### config.mk
export PLATFORM = sky130hd
export DESIGN_NAME = mmode_agen
export DESIGN_NICKNAME = d
export VERILOG_FILES = /design/src/rtl/mmode_agen_pkg.sv /design/src/rtl/mmode_agen_state.sv /design/src/rtl/mmode_agen_xlate.sv /design/src/rtl/mmode_agen_slot.sv /design/src/rtl/mmode_agen.sv
export SDC_FILE = /design/constraint.sdc
export NUM_CORES = 1
export LEC_CHECK = 0
export ABC_AREA = 0
export BUFFER_PORTS_ARGS = -buffer_cell sky130_fd_sc_hd__buf_4
export CORE_AREA = 4 4 84 86
export DETAILED_ROUTE_END_ITERATION = 10
export DIE_AREA = 0 0 88 90
export PLACE_DENSITY = 0.83
export SLEW_MARGIN = 20
export SYNTH_ARGS = -nofsm -noshare
export SYNTH_HDL_FRONTEND = slang
export SYNTH_SLANG_ARGS = --single-unit
### constraint.sdc
create_clock -name clk -period 1.4 [get_ports clk]
set_clock_uncertainty 0.1 [all_clocks]
set_input_delay 0.07 -clock clk [delete_from_list [all_inputs] [get_ports clk]]
set_output_delay 0.07 -clock clk [all_outputs]
set_load 0.05 [all_outputs]
### src/rtl/mmode_agen_pkg.sv
package mmode_agen_pkg;
  localparam int unsigned ADDR_W   = 24;
  localparam int unsigned SHORT_W  = 16;
  localparam int unsigned PAGE_W   = ADDR_W - SHORT_W;
  localparam int unsigned CNT_W    = 2;
  localparam int unsigned LONG_BYTES  = ADDR_W / 8;
  localparam int unsigned SHORT_BYTES = SHORT_W / 8;

  typedef struct packed {
    logic [ADDR_W-1:0] addr;
    logic [ADDR_W-1:0] imm;
    logic              dw_ovr;
    logic              dw_long;
    logic              is_ovr;
    logic              is_long;
  } agen_req_t;

  typedef struct packed {
    logic [ADDR_W-1:0] addr;
    logic [ADDR_W-1:0] imm;
    logic [CNT_W-1:0]  imm_bytes;
  } agen_rsp_t;
endpackage

### src/rtl/mmode_agen_state.sv
module mmode_agen_state
  import mmode_agen_pkg::*;
(
  input  logic              clk,
  input  logic              rst_n,
  input  logic              mode_sw_en,
  input  logic              mode_sw_long,
  input  logic              bp_wr_en,
  input  logic [PAGE_W-1:0] bp_wr_data,
  output logic              mode_q,
  output logic [PAGE_W-1:0] page_q,
  output logic              err_q
);
  logic page_ok;
  assign page_ok = bp_wr_en && mode_q;

  always_ff @(posedge clk or negedge rst_n) begin
    if (!rst_n) begin
      mode_q <= 1'b0;
      page_q <= '0;
      err_q  <= 1'b0;
    end else begin
      if (mode_sw_en) mode_q <= mode_sw_long;
      if (page_ok)    page_q <= bp_wr_data;
      err_q <= bp_wr_en && !mode_q;
    end
  end

  assert_page_load_R4: assert property (@(posedge clk) disable iff (!rst_n)
    (bp_wr_en && mode_q) |=> (page_q == $past(bp_wr_data)));
  assert_page_hold_R5: assert property (@(posedge clk) disable iff (!rst_n)
    (bp_wr_en && !mode_q) |=> $stable(page_q));
  assert_err_cause_R5: assert property (@(posedge clk) disable iff (!rst_n)
    (bp_wr_en && !mode_q) |=> err_q);
  assert_err_quiet_R5: assert property (@(posedge clk) disable iff (!rst_n)
    !(bp_wr_en && !mode_q) |=> !err_q);
  assert_mode_hold_R6: assert property (@(posedge clk) disable iff (!rst_n)
    !mode_sw_en |=> $stable(mode_q));
endmodule

### src/rtl/mmode_agen_xlate.sv
module mmode_agen_xlate
  import mmode_agen_pkg::*;
(
  input  agen_req_t         req,
  input  logic              mode_q,
  input  logic [PAGE_W-1:0] page_q,
  output agen_rsp_t         rsp
);
  logic data_long;
  logic strm_long;

  assign data_long = req.dw_ovr ? req.dw_long : mode_q;
  assign strm_long = req.is_ovr ? req.is_long : mode_q;

  always_comb begin
    rsp.addr = data_long ? req.addr : {page_q, req.addr[SHORT_W-1:0]};
    rsp.imm  = (data_long && strm_long) ? req.imm
                                        : {{PAGE_W{1'b0}}, req.imm[SHORT_W-1:0]};
    rsp.imm_bytes = strm_long ? CNT_W'(LONG_BYTES) : CNT_W'(SHORT_BYTES);
  end
endmodule

### src/rtl/mmode_agen_slot.sv
module mmode_agen_slot
  import mmode_agen_pkg::*;
(
  input  logic      clk,
  input  logic      rst_n,
  input  logic      in_valid,
  output logic      in_ready,
  input  agen_rsp_t in_data,
  output logic      out_valid,
  input  logic      out_ready,
  output agen_rsp_t out_data
);
  assign in_ready = !out_valid || out_ready;

  always_ff @(posedge clk or negedge rst_n) begin
    if (!rst_n) begin
      out_valid <= 1'b0;
      out_data  <= '0;
    end else if (in_valid && in_ready) begin
      out_valid <= 1'b1;
      out_data  <= in_data;
    end else if (out_ready) begin
      out_valid <= 1'b0;
    end
  end

  assert_hold_R12: assert property (@(posedge clk) disable iff (!rst_n)
    (out_valid && !out_ready) |=> (out_valid && $stable(out_data)));
  assert_take_R12: assert property (@(posedge clk) disable iff (!rst_n)
    (in_valid && in_ready) |=> out_valid);
endmodule

### src/rtl/mmode_agen.sv
module mmode_agen
  import mmode_agen_pkg::*;
(
  input  logic              clk,
  input  logic              rst_n,
  input  logic              mode_sw_en,
  input  logic              mode_sw_long,
  input  logic              bp_wr_en,
  input  logic [PAGE_W-1:0] bp_wr_data,
  input  logic              req_valid,
  output logic              req_ready,
  input  logic [ADDR_W-1:0] req_addr,
  input  logic [ADDR_W-1:0] req_imm,
  input  logic              req_dw_ovr,
  input  logic              req_dw_long,
  input  logic              req_is_ovr,
  input  logic              req_is_long,
  output logic              rsp_valid,
  input  logic              rsp_ready,
  output logic [ADDR_W-1:0] rsp_addr,
  output logic [ADDR_W-1:0] rsp_imm,
  output logic [CNT_W-1:0]  rsp_imm_bytes,
  output logic              cur_long,
  output logic              bp_err
);
  logic              mode_q;
  logic [PAGE_W-1:0] page_q;
  agen_req_t         req_s;
  agen_rsp_t         xl_rsp;
  agen_rsp_t         out_rsp;

  assign req_s = '{addr: req_addr, imm: req_imm, dw_ovr: req_dw_ovr,
                   dw_long: req_dw_long, is_ovr: req_is_ovr, is_long: req_is_long};

  mmode_agen_state u_state (
    .clk(clk), .rst_n(rst_n),
    .mode_sw_en(mode_sw_en), .mode_sw_long(mode_sw_long),
    .bp_wr_en(bp_wr_en), .bp_wr_data(bp_wr_data),
    .mode_q(mode_q), .page_q(page_q), .err_q(bp_err)
  );

  mmode_agen_xlate u_xlate (
    .req(req_s), .mode_q(mode_q), .page_q(page_q), .rsp(xl_rsp)
  );

  mmode_agen_slot u_slot (
    .clk(clk), .rst_n(rst_n),
    .in_valid(req_valid), .in_ready(req_ready), .in_data(xl_rsp),
    .out_valid(rsp_valid), .out_ready(rsp_ready), .out_data(out_rsp)
  );

  assign rsp_addr      = out_rsp.addr;
  assign rsp_imm       = out_rsp.imm;
  assign rsp_imm_bytes = out_rsp.imm_bytes;
  assign cur_long      = mode_q;

  assert_ovr_no_mode_R7: assert property (@(posedge clk) disable iff (!rst_n)
    (req_valid && req_ready && req_dw_ovr && !mode_sw_en) |=> $stable(cur_long));
endmodule

==> flow_metrics.tcl, run 1 <==
set metrics [dict create \
    status "complete, no violations" \
    final_cell_mix "buf_4, dlygate4sd3_1, dfrtp_1" \
    irDropWorstVdd_uv 828 \
    pwr-share-seq 0.375 \
    drtIter0Drc 76 \
    cpMaxStageDelayCell "dfrtp_2" \
    syn_area_per_cell_um2 15.4 \
    drtAntennaViolNets 0 \
    synth_area_leaders "dfrtp_1, mux2_4, mux2_2, a21oi_1, mux2i_1" \
    fin_cells 445 \
    cts-htree-levels 3 \
    crit_start "u_slot.out_valid" \
    maxCapViolCount 0 \
    worst_setup_path_start_kind "flop" \
    syn-instance-count 166 \
    diodes 0 \
    cp.arrival_ns 1.50 \
    worstHoldEndpoint "u_slot.out_valid" \
    r2r_slack_ns 0.002 \
    portBuffers 120 \
    fmax_mhz 716 \
    mostFrequentLayoutCell "buf_4" \
    gp_congestion 0.748 \
    intPower_w 0.00383 \
    period_needed_ns 1.40 \
    finalCritPeriodShare 0.998 \
    clkTransAtPathRegs_ns 0.07 \
    synth_top_area_frac 0.595 \
    drt_pre_antenna_iters 4 \
    reg2reg_depth 4 \
    leakagePower_nw 2.18 \
    grt_pass1_vias 2423 \
    crit_path_end_kind "flop" \
    yosysSeqAreaShare 0.595 \
    rows 29 \
    wl_per_cell_um 17.1 \
    slowest_delay_ns 0.43 \
    die-area_mm2 0.00792 \
    grt_max_degree 27 \
    synth_top_cell_by_area "dfrtp_1" \
    wirelength_mm 7.62 \
    r2r-start "u_slot.out_valid" \
    die_h_um 90 \
    dpl.cell_count 365 \
    drc_errors 0 \
    synth-warning-count 0 \
    dp_hpwl_mm 4.90 \
    cp_cell_sequence "nand2b_4, and2_4, buf_12, mux2_4" \
    synth.distinct_cells 18 \
    place_ws_ns 0.00829 \
    start_util 0.408 \
    swShare 0.349 \
    min_from "rsp_ready" \
    insertion_delay_ns 0.33 \
    slew_headroom 0.771 \
    gr-total-overflow 0 \
    drive_gt1_frac 0.530 \
    track_usage 0.196 \
    chipWidth_um 88 \
    syn_nets 233 \
    syn_to_final_growth_pct 75.2 \
    p_switching_w 0.00205 \
    vias 2136 \
    rsz0062_at_grt "true" \
    cts_buffers 9 \
    holdPathStages 4 \
    cts_sinks 61 \
    p_clk_frac 0.267 \
    finalNetCount 431 \
    power_frac_comb 0.358 \
    finalSetupViolCount 0 \
    root_buffer "clkbuf_8" \
    hp-class "in -> reg" \
    antenna_found_initial 0 \
    worstSetupPathType "reg -> reg" \
    syn_area_mm2 0.00256 \
    critPathMaxFanout 21 \
    via_per_inst 4.80 \
    power.density_mw_per_mm2 1310 \
    grt_pass1_wl_mm 12.0 \
    clockBufferDepth 2 \
    hold_viol_final 0 \
    core_area_mm2 0.00628 \
    worstMarginPinSlew_ns 0.342 \
    final-max-slew-violation-count 0 \
    ios 121 \
    cp.required_ns 1.51 \
    layout_setup_ws_ns 0.00247 \
    ys_seq_elements 61 \
    cts_tree "built" \
    r2r_end "u_slot.out_data[4]" \
]
[cells by family (layout without fill, tap and decap cells)]
kind of cell / Yosys count / after routing / synth area share
multiplexers: 51 / 51 / 0.269
AO/OA/AOI/OAI: 28 / 28 / 0.0683
buffers and inverters: 11 / 213 / 0.0322
flip-flops: 61 / 61 / 0.595
AND/OR/NAND/NOR: 15 / 15 / 0.0347
[timing repair]
action	4_1_cts	5_1_grt
buffers inserted	2	1
endpoints found under the setup margin	2	23
gates resized for setup	6	1
endpoints found under the hold margin	120	0
hold buffers	62	0
[worst max-delay path, delay by kind of cell, from the launching register on]
family                 cells  cell delay (ns)
muxes                      1             0.32
buffers and inverters      1             0.20
and+or+nand+nor            2             0.23
DFF                        1             0.43
[stage by stage]
step           setup TNS [ns]  total power (W)  instance area [um^2]  hold slack [ns]   util
6_report                    0          0.00588                  4490           0.0520  0.716
3_3_place_gp                0          0.00412                  3620           -0.117  0.577
3_5_place_dp                0          0.00417                  3620           -0.112  0.577
2_1_floorplan           -4.03          0.00346                  2580           -0.326      -
5_1_grt                -0.147          0.00614                  4490           0.0550  0.716
4_1_cts              -0.00236          0.00591                  4480           0.0379  0.714
[cells in the mapped netlist, drive strengths merged]
cell type	number
o2bb2ai	8
dfrtp	61
clkbuf	1
nor2b	1
mux2	41
nand2b	3
inv	2
and2	1
a21oi	19
mux2i	10
nand2	2
nand3	8
buf	8
a221o	1
[per-layer routing]
layer	up-vias	global-route usage	share of wire
met5	-	0	0
met4	0	0.0754	0.017
met3	12	0.0448	0.068
met2	81	0.347	0.54
met1	1052	0.223	0.38
li1	991	-	-
[flip-flops by register name (all words and copies together) (netlist names)]
name              count
u_slot.out_data      50
u_slot.out_valid      1
u_state.err_q         1
u_state.mode_q        1
u_state.page_q        8
[worst max-delay path by stage]
stage	slack, ns	cells after the start	to
after floorplan	-0.13	5	u_slot.out_data[10]
after global placement	0.05	4	u_slot.out_data[6]
after detailed placement	0.008	4	u_slot.out_data[4]
after CTS	-0.002	4	u_slot.out_data[4]
after global routing	-0.02	4	u_slot.out_data[4]
final	0.002	4	u_slot.out_data[4]
[layout make-up]
class,instances,area (um^2)
clock inverter,4,47.5
timing repair buffer,196,1710
tap,77,96.3
multi-input combinational,94,955
sequential,61,1530
clock buffer,11,151
inverter,2,7.51
fill,409,1790
[power groups by stage]
stage | sequential, W | combinational, W | clock (W)
3_3_place_gp | 0.00222 | 0.00190 | 0
4_1_cts | 0.00220 | 0.00210 | 0.00161
5_1_grt | 0.00223 | 0.00220 | 0.00170
6_report | 0.00220 | 0.00210 | 0.00157
3_5_place_dp | 0.00223 | 0.00194 | 0
2_1_floorplan | 0.00297 | 0.000487 | 0
No activity file was read; power rests on OpenSTA's default activity.
==> run 2: changes to the inputs <==
--- a/config.mk
+++ b/config.mk
@@ -11,6 +11,7 @@
 export DETAILED_ROUTE_END_ITERATION = 10
 export DIE_AREA = 0 0 88 90
 export PLACE_DENSITY = 0.83
+export SKIP_CTS_REPAIR_TIMING = 1
 export SLEW_MARGIN = 20
 export SYNTH_ARGS = -nofsm -noshare
 export SYNTH_HDL_FRONTEND = slang
==> constraint.sdc (replaced) <==
create_clock -name clk -period 1.4 [get_ports clk]
set_clock_uncertainty 0.1 [all_clocks]
set_input_delay 0.28 -clock clk [delete_from_list [all_inputs] [get_ports clk]]
set_output_delay 0.28 -clock clk [all_outputs]
set_load 0.05 [all_outputs]
==> run 2 against run 1 <==
- worst hold slack better by 0.015 ns
- design area down 11%
- largest power group unchanged
- flip-flop and latch count unchanged
- final cell count down 13%
- the run now ends with negative setup slack left
- critical path depth down 1
- non-clock buffer count down 57
- global-route usage down 3.8 points
- via count down 12%
- die area unchanged
- clock power up 13%
==> flow_metrics.tcl, run 2 (synthesized netlist as in run 1, its figures left out) <==
set metrics [dict create \
    dpl.cell_count 364 \
    portBuffers 120 \
    mostFrequentLayoutCell "buf_4" \
    hold_slack_ns 0.0672 \
    insertion_delay_ns 0.33 \
    finalCritPeriodShare 1.05 \
    grtUsageMet3 0.0731 \
    cp.arrival_ns 1.09 \
    irDropWorstVdd_uv 959 \
    cts_tree "built" \
    final_area_mm2 0.00402 \
    placed_cell_area_mm2 0.00363 \
    finalNetCount 374 \
    core_area_mm2 0.00628 \
    crit_path_end_kind "primary output" \
    start_util 0.408 \
    finalSetupViolCount 25 \
    cts-htree-levels 3 \
    die-area_mm2 0.00792 \
    worstMarginPinSlew_ns 0.361 \
    final_cell_mix "buf_4, dfrtp_1, mux2_4" \
    gp_congestion 0.736 \
    drtIter0Drc 37 \
    hp-class "in -> reg" \
    drt_pre_antenna_iters 4 \
    clockBufferDepth 2 \
    status "finished with violations" \
    worstSetupPathType "reg -> out" \
    intPower_w 0.00394 \
    rsz0062_at_grt "true" \
    wirelength_mm 6.56 \
    syn_to_final_growth_pct 56.7 \
    ios 121 \
    reg_top3 "u_slot.out_data: 50 flops, u_state.page_q: 8 flops" \
    cp.required_ns 1.02 \
    layout_setup_ws_ns -0.0674 \
    diodes 0 \
    violations "negative setup slack" \
    grt_pass1_wl_mm 9.58 \
    vias 1874 \
    via_per_inst 4.82 \
    grtUsageMet1 0.189 \
    track_usage 0.158 \
    fin_cells 389 \
    chipWidth_um 88 \
    cts_sinks 61 \
    period_needed_ns 1.47 \
    dp_hpwl_mm 4.71 \
    drive_gt1_frac 0.638 \
    power.density_mw_per_mm2 1480 \
    final-max-slew-violation-count 0 \
    maxCapViolCount 0 \
    critPathMaxFanout 5 \
    drtAntennaViolNets 0 \
    largest_reg_flops 50 \
    grt_pass1_vias 1978 \
    drc_errors 0 \
    hold_viol_final 0 \
    top_usage_layer "met2" \
    p_clk_frac 0.297 \
    rows 29 \
    die_h_um 90 \
    wl_per_cell_um 16.9 \
    leakagePower_nw 1.99 \
    antenna_found_initial 0 \
    cts_buffers 9 \
    swShare 0.339 \
    pwr-share-seq 0.368 \
    fmax_mhz 681 \
    p_switching_w 0.00202 \
    worst_setup_path_start_kind "flop" \
    power_frac_comb 0.335 \
    grt.met2_usage 0.255 \
    gr-total-overflow 0 \
    clkTransAtPathRegs_ns 0.07 \
    root_buffer "clkbuf_8" \
    fin_util 0.640 \
    slew_headroom 0.759 \
    regMostFlops "u_slot.out_data" \
    grt_max_degree 32 \
]
-- run 2: path summary, 6_finish.rpt --
check | from | end | slack, ns | cells after the start
min reg2reg | u_slot.out_data[1] | u_slot.out_data[1] | 0.37 | 1
min | req_imm[8] | u_slot.out_data[10] | 0.07 | 2
max | u_slot.out_valid | req_ready | -0.07 | 3
max reg2reg | u_slot.out_valid | u_slot.out_data[4] | -0.04 | 4
max in group asynchronous | rst_n | u_slot.out_data[4] | 0.42 | 3
min in group asynchronous | rst_n | u_slot.out_data[16] | 0.29 | 2
-- run 2: area by class of cell --
class / instances / area (um^2)
sequential: 61 / 1530
clock inverter: 4 / 70.1
clock buffer: 12 / 155
multi-input combinational: 94 / 958
inverter: 2 / 7.51
timing repair buffer: 139 / 1200
fill: 462 / 2260
tap: 77 / 96.3
-- run 2: worst max-delay path, stage by stage (launching register included) --
cell and delay [ns]:
dfrtp_2 0.42, nand2b_4 0.09, buf_8 0.11, buf_8 0.14
-- run 2: power groups by stage --
stage / clock network [W] / logic (W) / registers, W
floorplan: 0 / 0.000487 / 0.00297
global placement: 0 / 0.00191 / 0.00222
detailed placement: 0 / 0.00194 / 0.00222
CTS: 0.00181 / 0.00195 / 0.00219
global route: 0.00191 / 0.00208 / 0.00222
finish: 0.00177 / 0.00200 / 0.00220
-- run 2: layer usage --
layer | part of all wire | routed length [um] | vias to the layer above
li1 | - | - | 882
met1 | 0.40 | 2640 | 913
met2 | 0.50 | 3260 | 74
met3 | 0.091 | 598 | 5
met4 | 0.0090 | 59 | 0
met5 | 0 | 0 | -
-- run 2: through the flow --
stage	TNS, ns	power (W)	setup WS [ns]
2_1_floorplan	-4.03	0.00346	-0.131
3_3_place_gp	0	0.00412	0.0361
3_5_place_dp	0	0.00417	0.0139
4_1_cts	-0.214	0.00595	-0.214
5_1_grt	-1.48	0.00622	-0.120
6_report	-0.577	0.00596	-0.0674
